[src/rtl/fsg_pkg.sv]
package fsg_pkg;

    typedef enum logic [2:0] {
        M_IDLE    = 3'd0,
        M_PROG    = 3'd1,
        M_ERASE   = 3'd2,
        M_SUSP_RD = 3'd3,
        M_SUSP_PG = 3'd4
    } op_mode_e;

    localparam int BIT_TOG_A = 6;
    localparam int BIT_TMO   = 5;
    localparam int BIT_WIN   = 3;
    localparam int BIT_TOG_B = 2;

    // modes in which an embedded algorithm is actively running
    function automatic logic mode_running(input logic [2:0] m);
        return (m == M_PROG) || (m == M_ERASE) || (m == M_SUSP_PG);
    endfunction

    // modes in which the erase set is retained
    function automatic logic mode_erase_ctx(input logic [2:0] m);
        return (m == M_ERASE) || (m == M_SUSP_RD) || (m == M_SUSP_PG);
    endfunction

    // any non-idle legal mode
    function automatic logic mode_legal_busy(input logic [2:0] m);
        return (m >= M_PROG) && (m <= M_SUSP_PG);
    endfunction

endpackage

[src/rtl/fsg_toggle.sv]
module fsg_toggle (
    input  logic clk,
    input  logic rst_n,
    input  logic flip_i,
    output logic q_o
);
    typedef struct packed {
        logic bit_v;
    } tog_t;

    tog_t st_d, st_q;

    always_comb begin
        st_d = st_q;
        if (flip_i) st_d.bit_v = ~st_q.bit_v;
    end

    always_ff @(posedge clk or negedge rst_n) begin
        if (!rst_n) st_q <= '0;
        else        st_q <= st_d;
    end

    assign q_o = st_q.bit_v;
endmodule

[src/rtl/fsg_window.sv]
module fsg_window #(
    parameter int NUM_SECTORS   = 8,
    parameter int WINDOW_CYCLES = 64,
    localparam int SEC_W = (NUM_SECTORS > 1) ? $clog2(NUM_SECTORS) : 1,
    localparam int CNT_W = $clog2(WINDOW_CYCLES + 1)
) (
    input  logic                   clk,
    input  logic                   rst_n,
    input  logic [2:0]             mode_i,
    input  logic                   cmd_i,
    input  logic [SEC_W-1:0]       cmd_sector_i,
    output logic [NUM_SECTORS-1:0] set_o,
    output logic                   closed_o
);
    import fsg_pkg::*;

    typedef struct packed {
        logic [NUM_SECTORS-1:0] set;
        logic [CNT_W-1:0]       cnt;
    } win_t;

    win_t st_d, st_q;
    logic [NUM_SECTORS-1:0] hit;
    logic                   accept;
    logic                   closed;

    for (genvar g = 0; g < NUM_SECTORS; g++) begin : g_hit
        assign hit[g] = (cmd_sector_i == SEC_W'(g));
    end

    always_comb begin
        closed = (st_q.set != '0) && (st_q.cnt == '0);
        accept = cmd_i && (mode_i == M_ERASE) && !closed;
        st_d   = st_q;
        if (!mode_erase_ctx(mode_i)) begin
            st_d.set = '0;
            st_d.cnt = '0;
        end else if (accept) begin
            st_d.set = st_q.set | hit;
            st_d.cnt = CNT_W'(WINDOW_CYCLES);
        end else if (st_q.cnt != '0) begin
            st_d.cnt = st_q.cnt - 1'b1;
        end
    end

    always_ff @(posedge clk or negedge rst_n) begin
        if (!rst_n) st_q <= '0;
        else        st_q <= st_d;
    end

    assign set_o    = st_q.set;
    assign closed_o = closed;
endmodule

[src/rtl/fsg_timeout.sv]
module fsg_timeout #(
    parameter int OP_LIMIT = 1000,
    localparam int TC_W = $clog2(OP_LIMIT + 1)
) (
    input  logic       clk,
    input  logic       rst_n,
    input  logic [2:0] mode_i,
    input  logic       clr_i,
    output logic       flag_o
);
    import fsg_pkg::*;

    typedef struct packed {
        logic [TC_W-1:0] cnt;
        logic            flag;
    } tmo_t;

    tmo_t st_d, st_q;

    always_comb begin
        st_d = st_q;
        if (clr_i) begin
            st_d.cnt  = '0;
            st_d.flag = 1'b0;
        end else if (!mode_legal_busy(mode_i)) begin
            st_d.cnt = '0;
        end else if (mode_running(mode_i) && !st_q.flag) begin
            if (st_q.cnt == TC_W'(OP_LIMIT - 1)) st_d.flag = 1'b1;
            else                                 st_d.cnt  = st_q.cnt + 1'b1;
        end
    end

    always_ff @(posedge clk or negedge rst_n) begin
        if (!rst_n) st_q <= '0;
        else        st_q <= st_d;
    end

    assign flag_o = st_q.flag;
endmodule

[src/rtl/flash_status_gen.sv]
module flash_status_gen #(
    parameter int NUM_SECTORS   = 8,
    parameter int WINDOW_CYCLES = 64,
    parameter int OP_LIMIT      = 1000,
    parameter int DATA_W        = 8,
    localparam int SEC_W = (NUM_SECTORS > 1) ? $clog2(NUM_SECTORS) : 1
) (
    input  logic              clk,
    input  logic              rst_n,
    input  logic [2:0]        mode_i,
    input  logic              rd_i,
    input  logic [SEC_W-1:0]  rd_sector_i,
    input  logic              erase_cmd_i,
    input  logic [SEC_W-1:0]  erase_sector_i,
    input  logic              reset_cmd_i,
    input  logic [DATA_W-1:0] array_data_i,
    output logic [DATA_W-1:0] dout_o
);
    import fsg_pkg::*;

    typedef struct packed {
        logic              rd;
        logic [DATA_W-1:0] dout;
    } top_t;

    top_t st_d, st_q;

    logic [NUM_SECTORS-1:0] erase_set;
    logic                   win_closed;
    logic                   tmo_flag;
    logic                   tog_a, tog_b;
    logic                   rd_rise, in_set;
    logic                   flip_a, flip_b;
    logic                   tog_a_nxt, tog_b_nxt;
    logic                   dq2, show_status;
    logic [DATA_W-1:0]      status;

    fsg_window #(.NUM_SECTORS(NUM_SECTORS), .WINDOW_CYCLES(WINDOW_CYCLES)) u_win (
        .clk(clk), .rst_n(rst_n), .mode_i(mode_i),
        .cmd_i(erase_cmd_i), .cmd_sector_i(erase_sector_i),
        .set_o(erase_set), .closed_o(win_closed)
    );

    fsg_timeout #(.OP_LIMIT(OP_LIMIT)) u_tmo (
        .clk(clk), .rst_n(rst_n), .mode_i(mode_i),
        .clr_i(reset_cmd_i), .flag_o(tmo_flag)
    );

    fsg_toggle u_tog_a (.clk(clk), .rst_n(rst_n), .flip_i(flip_a), .q_o(tog_a));
    fsg_toggle u_tog_b (.clk(clk), .rst_n(rst_n), .flip_i(flip_b), .q_o(tog_b));

    always_comb begin
        rd_rise   = rd_i && !st_q.rd;
        in_set    = erase_set[rd_sector_i];
        flip_a    = rd_rise && mode_running(mode_i);
        flip_b    = rd_rise && in_set && mode_erase_ctx(mode_i);
        tog_a_nxt = tog_a ^ flip_a;
        tog_b_nxt = tog_b ^ flip_b;

        if ((mode_i == M_PROG) || ((mode_i == M_SUSP_PG) && !in_set)) dq2 = 1'b1;
        else                                                          dq2 = tog_b_nxt;

        show_status = mode_running(mode_i) || ((mode_i == M_SUSP_RD) && in_set);

        status            = '0;
        status[BIT_TOG_A] = tog_a_nxt;
        status[BIT_TMO]   = tmo_flag;
        status[BIT_WIN]   = win_closed;
        status[BIT_TOG_B] = dq2;

        st_d    = st_q;
        st_d.rd = rd_i;
        if (rd_rise) st_d.dout = show_status ? status : array_data_i;
    end

    always_ff @(posedge clk or negedge rst_n) begin
        if (!rst_n) st_q <= '0;
        else        st_q <= st_d;
    end

    assign dout_o = st_q.dout;
endmodule

[config.mk]
export PLATFORM = sky130hd
export DESIGN_NAME = flash_status_gen
export DESIGN_NICKNAME = d
export VERILOG_FILES = /design/src/rtl/fsg_pkg.sv /design/src/rtl/fsg_toggle.sv /design/src/rtl/fsg_window.sv /design/src/rtl/fsg_timeout.sv /design/src/rtl/flash_status_gen.sv
export SDC_FILE = /design/constraint.sdc
export NUM_CORES = 1
export LEC_CHECK = 0
export BUFFER_PORTS_ARGS = -buffer_cell sky130_fd_sc_hd__buf_2
export CAP_MARGIN = 20
export CORE_MARGIN = 2
export CORE_UTILIZATION = 40
export CTS_BUF_LIST = sky130_fd_sc_hd__clkbuf_4 sky130_fd_sc_hd__clkbuf_8
export CTS_CLUSTER_SIZE = 8
export DETAILED_ROUTE_END_ITERATION = 12
export PLACE_DENSITY_LB_ADDON = 0.05
export SYNTH_ARGS = -nofsm -noshare
export SYNTH_HDL_FRONTEND = slang
export SYNTH_SLANG_ARGS = --single-unit
[constraint.sdc]
create_clock -name clk -period 1.82 [get_ports clk]
set_input_delay 0.364 -clock clk [delete_from_list [all_inputs] [get_ports clk]]
set_output_delay 0.364 -clock clk [all_outputs]
set_load 0.02 [all_outputs]
==> impl_metrics.csv, run 1 <==
group,metric,value,unit
finish,syn_to_final_growth,32.4,%
global_route,grt_max_degree,21,
floorplanning,fp.dieW,75.6,microns
finish,design_area,2720,sq um
detailed_routing,dr.pass1.iters,4,
global_route,grt_remaining_overflow,0,
synthesis,synth_edf_count,0,
place,place.gp.congestion,0.858,
global_route,grtUsageTotal,17.0,%
worst_setup_path,r2r_cells,7,
floorplanning,die_area,5720,sq um
floorplanning,start_util,40.7,%
worst_setup_path,timing.critical_path.required,2.03,ns
pwr,vdd_drop_max,0.604,mV
synthesis,ys_warn_count,0,
floorplanning,core-area,5040,sq um
detailed_routing,drt-wirelength-per-cell,13.2,microns
timing,holdWs,0.0245,ns
floorplanning,die_h,75.6,microns
timing,final.setup_skew,0.00508,ns
synthesis,synthFlopType,"dfrtp_1",
global_route,grt_pass1_wl,7220,microns
synthesis,syn_inst,213,
timing,post-route-min-period,1.81,ns
job,drv_cap,0,
clock_tree,cts_tree,"done",
worst_setup_path,startpoint_type,"register",
timing,tightest_slew,0.475,ns
clock_tree,cts_buffers,5,
worst_setup_path,critPathKind,"reg2reg",
hold_path,hold_class,"in2async",
worst_setup_path,cp-end-kind,"register",
pwr,p_leak,1.23,nW
detailed_routing,drc,0,
clock_tree,clk_pin_slew_worst_paths,0.07,ns
finish,layoutNonFillerInstCount,348,
detailed_routing,ant_nets,0,
clock_tree,cts_max_level,2,
synthesis,syn_area_per_cell,9.63,sq um
place,place_area,2490,sq um
pwr,cellPowerDensity,1010,nW/um^2
synthesis,synth_commonest_cells,"dfrtp_1, nor2_1, nand2_1",
timing,fin_tns_setup,0,ns
detailed_routing,drtIter0Drc,61,
finish,drive_gt1_share,37.4,%
status,run_status,"finished, final reports clean",
synthesis,netlist_area,2050,sq um
synthesis,synth_top_area_cell,"dfrtp_1",
place,port_buffers,29,
synthesis,yosysUniqueCellTypes,52,
timing,finalSetupViolCount,0,
synthesis,synthTopCellsByArea,"dfrtp_1, nor2_1, xnor2_1",
timing,rsz0062_at_grt,"true",
timing,finalHoldViolations,0,
worst_setup_path,crit_family,"compound AO/OA/AOI/OAI gates",
timing,fin_crit_sh,99.5,%
clock_tree,cts_root_buf,"clkbuf_8",
clock_tree,clkSinkCount,37,
worst_setup_path,crit_buf_inv,2,
clock_tree,insertion_delay,0.28,ns
floorplanning,rows,26,
place,post-place-cells,335,
timing,timing.fmax,0.552,GHz
finish,fillers,460,
worst_setup_path,cp_slowest_stage_delay,0.40,ns
detailed_routing,drt-vias-per-instance,5.01,
detailed_routing,wl,4600,microns
synthesis,synth_nets,237,
worst_setup_path,ff2ff_setup_slack,0.009,ns
worst_setup_path,slowest_stage,"or3b_4",
synthesis,ys_seq_area_share,45.1,%
clock_tree,cts_buffer_depth,2,
floorplanning,io_pins,30,
worst_setup_path,crit_chain,"inv_2 -> ha_4 -> or3b_4 -> a2111oi_4 -> buf_4 -> nand2_2 -> a31oi_1",
worst_setup_path,arrival,2.02,ns
global_route,antenna_found_initial,0,
worst_setup_path,cp_num_cells,7,
timing,slew_headroom,68.2,%
synthesis,synth.most_common_cell,"dfrtp_1",
detailed_routing,via_count,1742,
synthesis,synth_top_area_share,45.1,%
place,post-dp-hpwl,3430,microns
finish,fin_nets,302,
synthesis,ys_ff_latch,37,
synthesis,synthArstFlopShare,100,%
worst_setup_path,crit_fanout,4,
timing,slew_violations,0,
finish,diodes,0,
global_route,grt_pass1_vias,1598,
==> cells in the final DEF, fill, tap and decap left out, drive strengths merged, types with 2 or more instances in the layout <==
master | Yosys | final
a2111oi | 3 | 3
a21o | 2 | 2
a21oi | 12 | 12
a31oi | 4 | 4
and2 | 2 | 2
and3 | 3 | 3
buf | 10 | 71
clkbuf | 3 | 7
dfrtp | 37 | 37
ha | 2 | 2
inv | 8 | 8
mux2 | 3 | 3
mux2i | 2 | 2
nand2 | 17 | 17
nand2b | 3 | 3
nand3 | 6 | 6
nor2 | 32 | 32
nor2b | 4 | 4
nor3 | 5 | 5
nor3b | 3 | 3
nor4 | 8 | 8
o21ai | 9 | 9
o22ai | 2 | 2
or2 | 2 | 2
or3b | 3 | 3
xnor2 | 10 | 10
==> per-stage QoR <==
step / utilization (%) / setup slack (ns) / total power (W)
global placement: 49.3 / -0.122 / 0.00193
detailed placement: 49.3 / -0.171 / 0.00196
CTS: 51.7 / -0.0422 / 0.00261
floorplan: - / 0.0298 / 0.00166
finish: 53.9 / 0.00868 / 0.00275
global route: 53.9 / -0.119 / 0.00295
==> timing repair <==
item | 4_1_cts | 5_1_grt
setup endpoints to repair | 15 | 22
buffers inserted | 2 | 5
gates cloned | 0 | 0
hold buffers | 0 | 0
gates resized for setup | 6 | 12
pin swaps | 3 | 21
hold endpoints to repair | 0 | 0
==> worst paths after layout <==
check / from / endpoint
worst max register to register: u_win.st_q[0] / dout_o[3]
worst min register to register: dout_o[2] / dout_o[2]
min in group clk: rd_i / st_q[8]
worst max-delay path: u_win.st_q[0] / dout_o[3]
max in group asynchronous: rst_n / u_win.st_q[4]
worst min-delay path: rst_n / dout_o[5]
==> where the power goes <==
part / internal, W / switching [W] / total (W)
clock: 0.000315 / 0.000273 / 0.000588
sequential: 0.000928 / 0.0000763 / 0.00100
combinational: 0.000617 / 0.000545 / 0.00116
total: 0.00186 / 0.000894 / 0.00275
==> cell families (layout without fill, tap and decap cells) <==
family / after synthesis / in the layout / synth area share, %
adders and majority gates: 2 / 2 / 1.22
muxes: 5 / 5 / 2.62
DFF: 37 / 37 / 45.1
and+or+nand+nor: 95 / 95 / 25.2
xor gates and xnor gates: 11 / 11 / 4.70
buffers and inverters: 21 / 86 / 5.67
AOI/OAI and AO/OA: 42 / 42 / 15.4
==> worst reg2reg max path, cell delays in order, from the launching register on <==
cell and delay, ns:
dfrtp_1 0.39, inv_2 0.08, ha_4 0.12, or3b_4 0.40, a2111oi_4 0.33, buf_4 0.20
nand2_2 0.04, a31oi_1 0.17
==> flip-flops by register name, indices dropped and copies added, names as in the netlist <==
| register | cells |
|---|---|
| u_tog_b.q_o | 1 |
| u_win.set_o | 8 |
| u_win.st_q | 7 |
| st_q | 1 |
| u_tog_a.q_o | 1 |
| u_tmo.st_q | 10 |
| u_tmo.flag_o | 1 |
| dout_o | 8 |
==> metal layers <==
layer / track usage (%) / routed length [microns] / vias up
met5: 0 / 0 / -
met4: 5.85 / 32 / 0
met3: 4.37 / 212 / 2
met2: 27.1 / 2230 / 42
met1: 22.6 / 2130 / 822
li1: - / - / 876
==> layout make-up <==
class,instances,area (sq um),area share (%)
multi-input cells,155,1100,40.6
flip-flops and latches,37,926,34.1
repair buffers,71,480,17.7
clock buffers,7,90.1,3.31
well taps,70,87.6,3.22
inverters,8,30.0,1.10
No activity file was read; power rests on OpenSTA's default activity.
==> run 2: changes to the inputs <==
- clock period: 1.82 -> 1.75 ns (I/O delays scaled with it)
==> impl_metrics.csv, run 2 (synthesis results as in run 1) <==
group,metric,value,unit
status,run_status,"finished with violations",
status,violations,"hold timing, setup timing",
worst_setup_path,critPathKind,"reg2reg",
finish,layoutNonFillerInstCount,346,
worst_setup_path,startpoint_type,"register",
finish,multi_input_area,1180,sq um
hold_path,hold_class,"in2async",
finish,final_common_cell,"dfrtp_1",
place,post-place-cells,334,
floorplanning,io_pins,30,
finish,regMostFlops,"u_tmo.st_q",
timing,slew_headroom,65.3,%
timing,tightest_slew,0.521,ns
worst_setup_path,cp-end-kind,"register",
place,port_buffers,29,
detailed_routing,ant_nets,0,
global_route,grt_max_degree,21,
place,post-dp-hpwl,3580,microns
finish,syn_to_final_growth,34.8,%
timing,slew_violations,0,
floorplanning,die_h,75.6,microns
timing,finalSetupViolCount,14,
timing,timing.fmax,0.550,GHz
clock_tree,clkSinkCount,37,
floorplanning,start_util,40.7,%
place,place.gp.congestion,0.857,
detailed_routing,drtIter0Drc,62,
global_route,grtUsageTotal,18.0,%
clock_tree,cts_buffer_depth,2,
clock_tree,cts_tree,"done",
pwr,cellPowerDensity,992,nW/um^2
finish,final_cell_mix,"dfrtp_1, buf_4, nor2_1",
floorplanning,core-area,5040,sq um
finish,diodes,0,
timing,post-route-min-period,1.82,ns
place,dp_slack,-0.222,ns
timing,setup_ws,-0.0677,ns
floorplanning,die_area,5720,sq um
finish,drive_gt1_share,40.2,%
detailed_routing,via_count,1754,
clock_tree,postCtsHoldBufs,0,
worst_setup_path,timing.critical_path.required,1.97,ns
pwr,finalPower,0.00274,W
timing,rsz0062_at_grt,"true",
global_route,antenna_found_initial,0,
detailed_routing,drt-vias-per-instance,5.07,
clock_tree,cts_root_buf,"clkbuf_8",
detailed_routing,drc,0,
global_route,grt_pass1_vias,1735,
global_route,grt_remaining_overflow,0,
floorplanning,fp.dieW,75.6,microns
worst_setup_path,crit_fanout,6,
worst_setup_path,ff2ff_setup_slack,-0.07,ns
clock_tree,cts_max_level,2,
pwr,vdd_drop_max,0.621,mV
timing,fin_crit_sh,104,%
worst_setup_path,arrival,2.04,ns
finish,fin_nets,299,
finish,ff_latch_area,926,sq um
timing,holdWs,-0.00679,ns
detailed_routing,drt-wirelength-per-cell,14.0,microns
global_route,grt_pass1_wl,7800,microns
detailed_routing,dr.pass1.iters,4,
clock_tree,cts_buffers,5,
clock_tree,insertion_delay,0.29,ns
finish,largest_reg_flops,10,
detailed_routing,wl,4850,microns
job,drv_cap,0,
timing,final.setup_skew,0.00517,ns
timing,finalHoldViolations,7,
pwr,p_leak,1.23,nW
floorplanning,rows,26,
clock_tree,clk_pin_slew_worst_paths,0.08,ns
finish,fillers,448,
## run 2: cell count changes in the layout (fill, tap and decap cells not counted), sizes merged
cell and delta:
buf -3, clkbuf -1, clkinv +2
## run 2: report_power, final
| part | switching (W) | total (W) | internal [W] |
|---|---|---|---|
| Combinational | 0.000552 | 0.00109 | 0.000541 |
| Sequential | 0.0000790 | 0.00104 | 0.000965 |
| Clock | 0.000314 | 0.000606 | 0.000292 |
| Total | 0.000946 | 0.00274 | 0.00180 |
## run 2: per-layer routing
metal	global-route usage [%]	share of wire, %
met5	0	0
met2	31.2	50
met4	5.85	1.4
met3	3.57	3.4
met1	22.6	45
## run 2: per-stage QoR
step | instance area (sq um) | setup TNS (ns) | utilization [%]
2_1_floorplan | 2070 | -0.0281 | -
4_1_cts | 2650 | -1.43 | 52.6
3_5_place_dp | 2490 | -4.31 | 49.4
6_report | 2770 | -0.425 | 54.8
5_1_grt | 2770 | -1.96 | 54.8
3_3_place_gp | 2490 | -2.96 | 49.4
## run 2: critical path: stages, from the launching register on
cell	delay (ns)
dfrtp_1	0.40
inv_2	0.08
ha_4	0.12
or3b_4	0.41
a2111oi_4	0.21
buf_6	0.18
or2_4	0.14
o21ai_4	0.09
a21oi_2	0.11
## run 2: path summary, 6_finish.rpt
check | to | start | cells past startpoint
hold reg to reg | u_tog_a.q_o | u_tog_a.q_o | 1
max in group asynchronous | u_win.st_q[4] | rst_n | 2
setup / recovery | u_win.st_q[2] | u_win.st_q[0] | 8
hold / removal | dout_o[1] | rst_n | 1
min in group clk | st_q[8] | rd_i | 1
setup reg to reg | u_win.st_q[2] | u_win.st_q[0] | 8
## run 2: timing repair
item                                    4_1_cts  5_1_grt
gates resized for setup                      11       19
pin swaps                                    12       12
endpoints found under the setup margin       16       19
endpoints found under the hold margin         0        0
setup buffers                                 3        3
## run 2: area by class of cell
class / instances / share of cell area (%)
inverters: 8 / 1.09
multi-input cells: 155 / 42.6
repair buffers: 68 / 16.6
well taps: 70 / 3.17
clock inverters: 2 / 0.362
clock buffers: 6 / 2.76
flip-flops and latches: 37 / 33.5
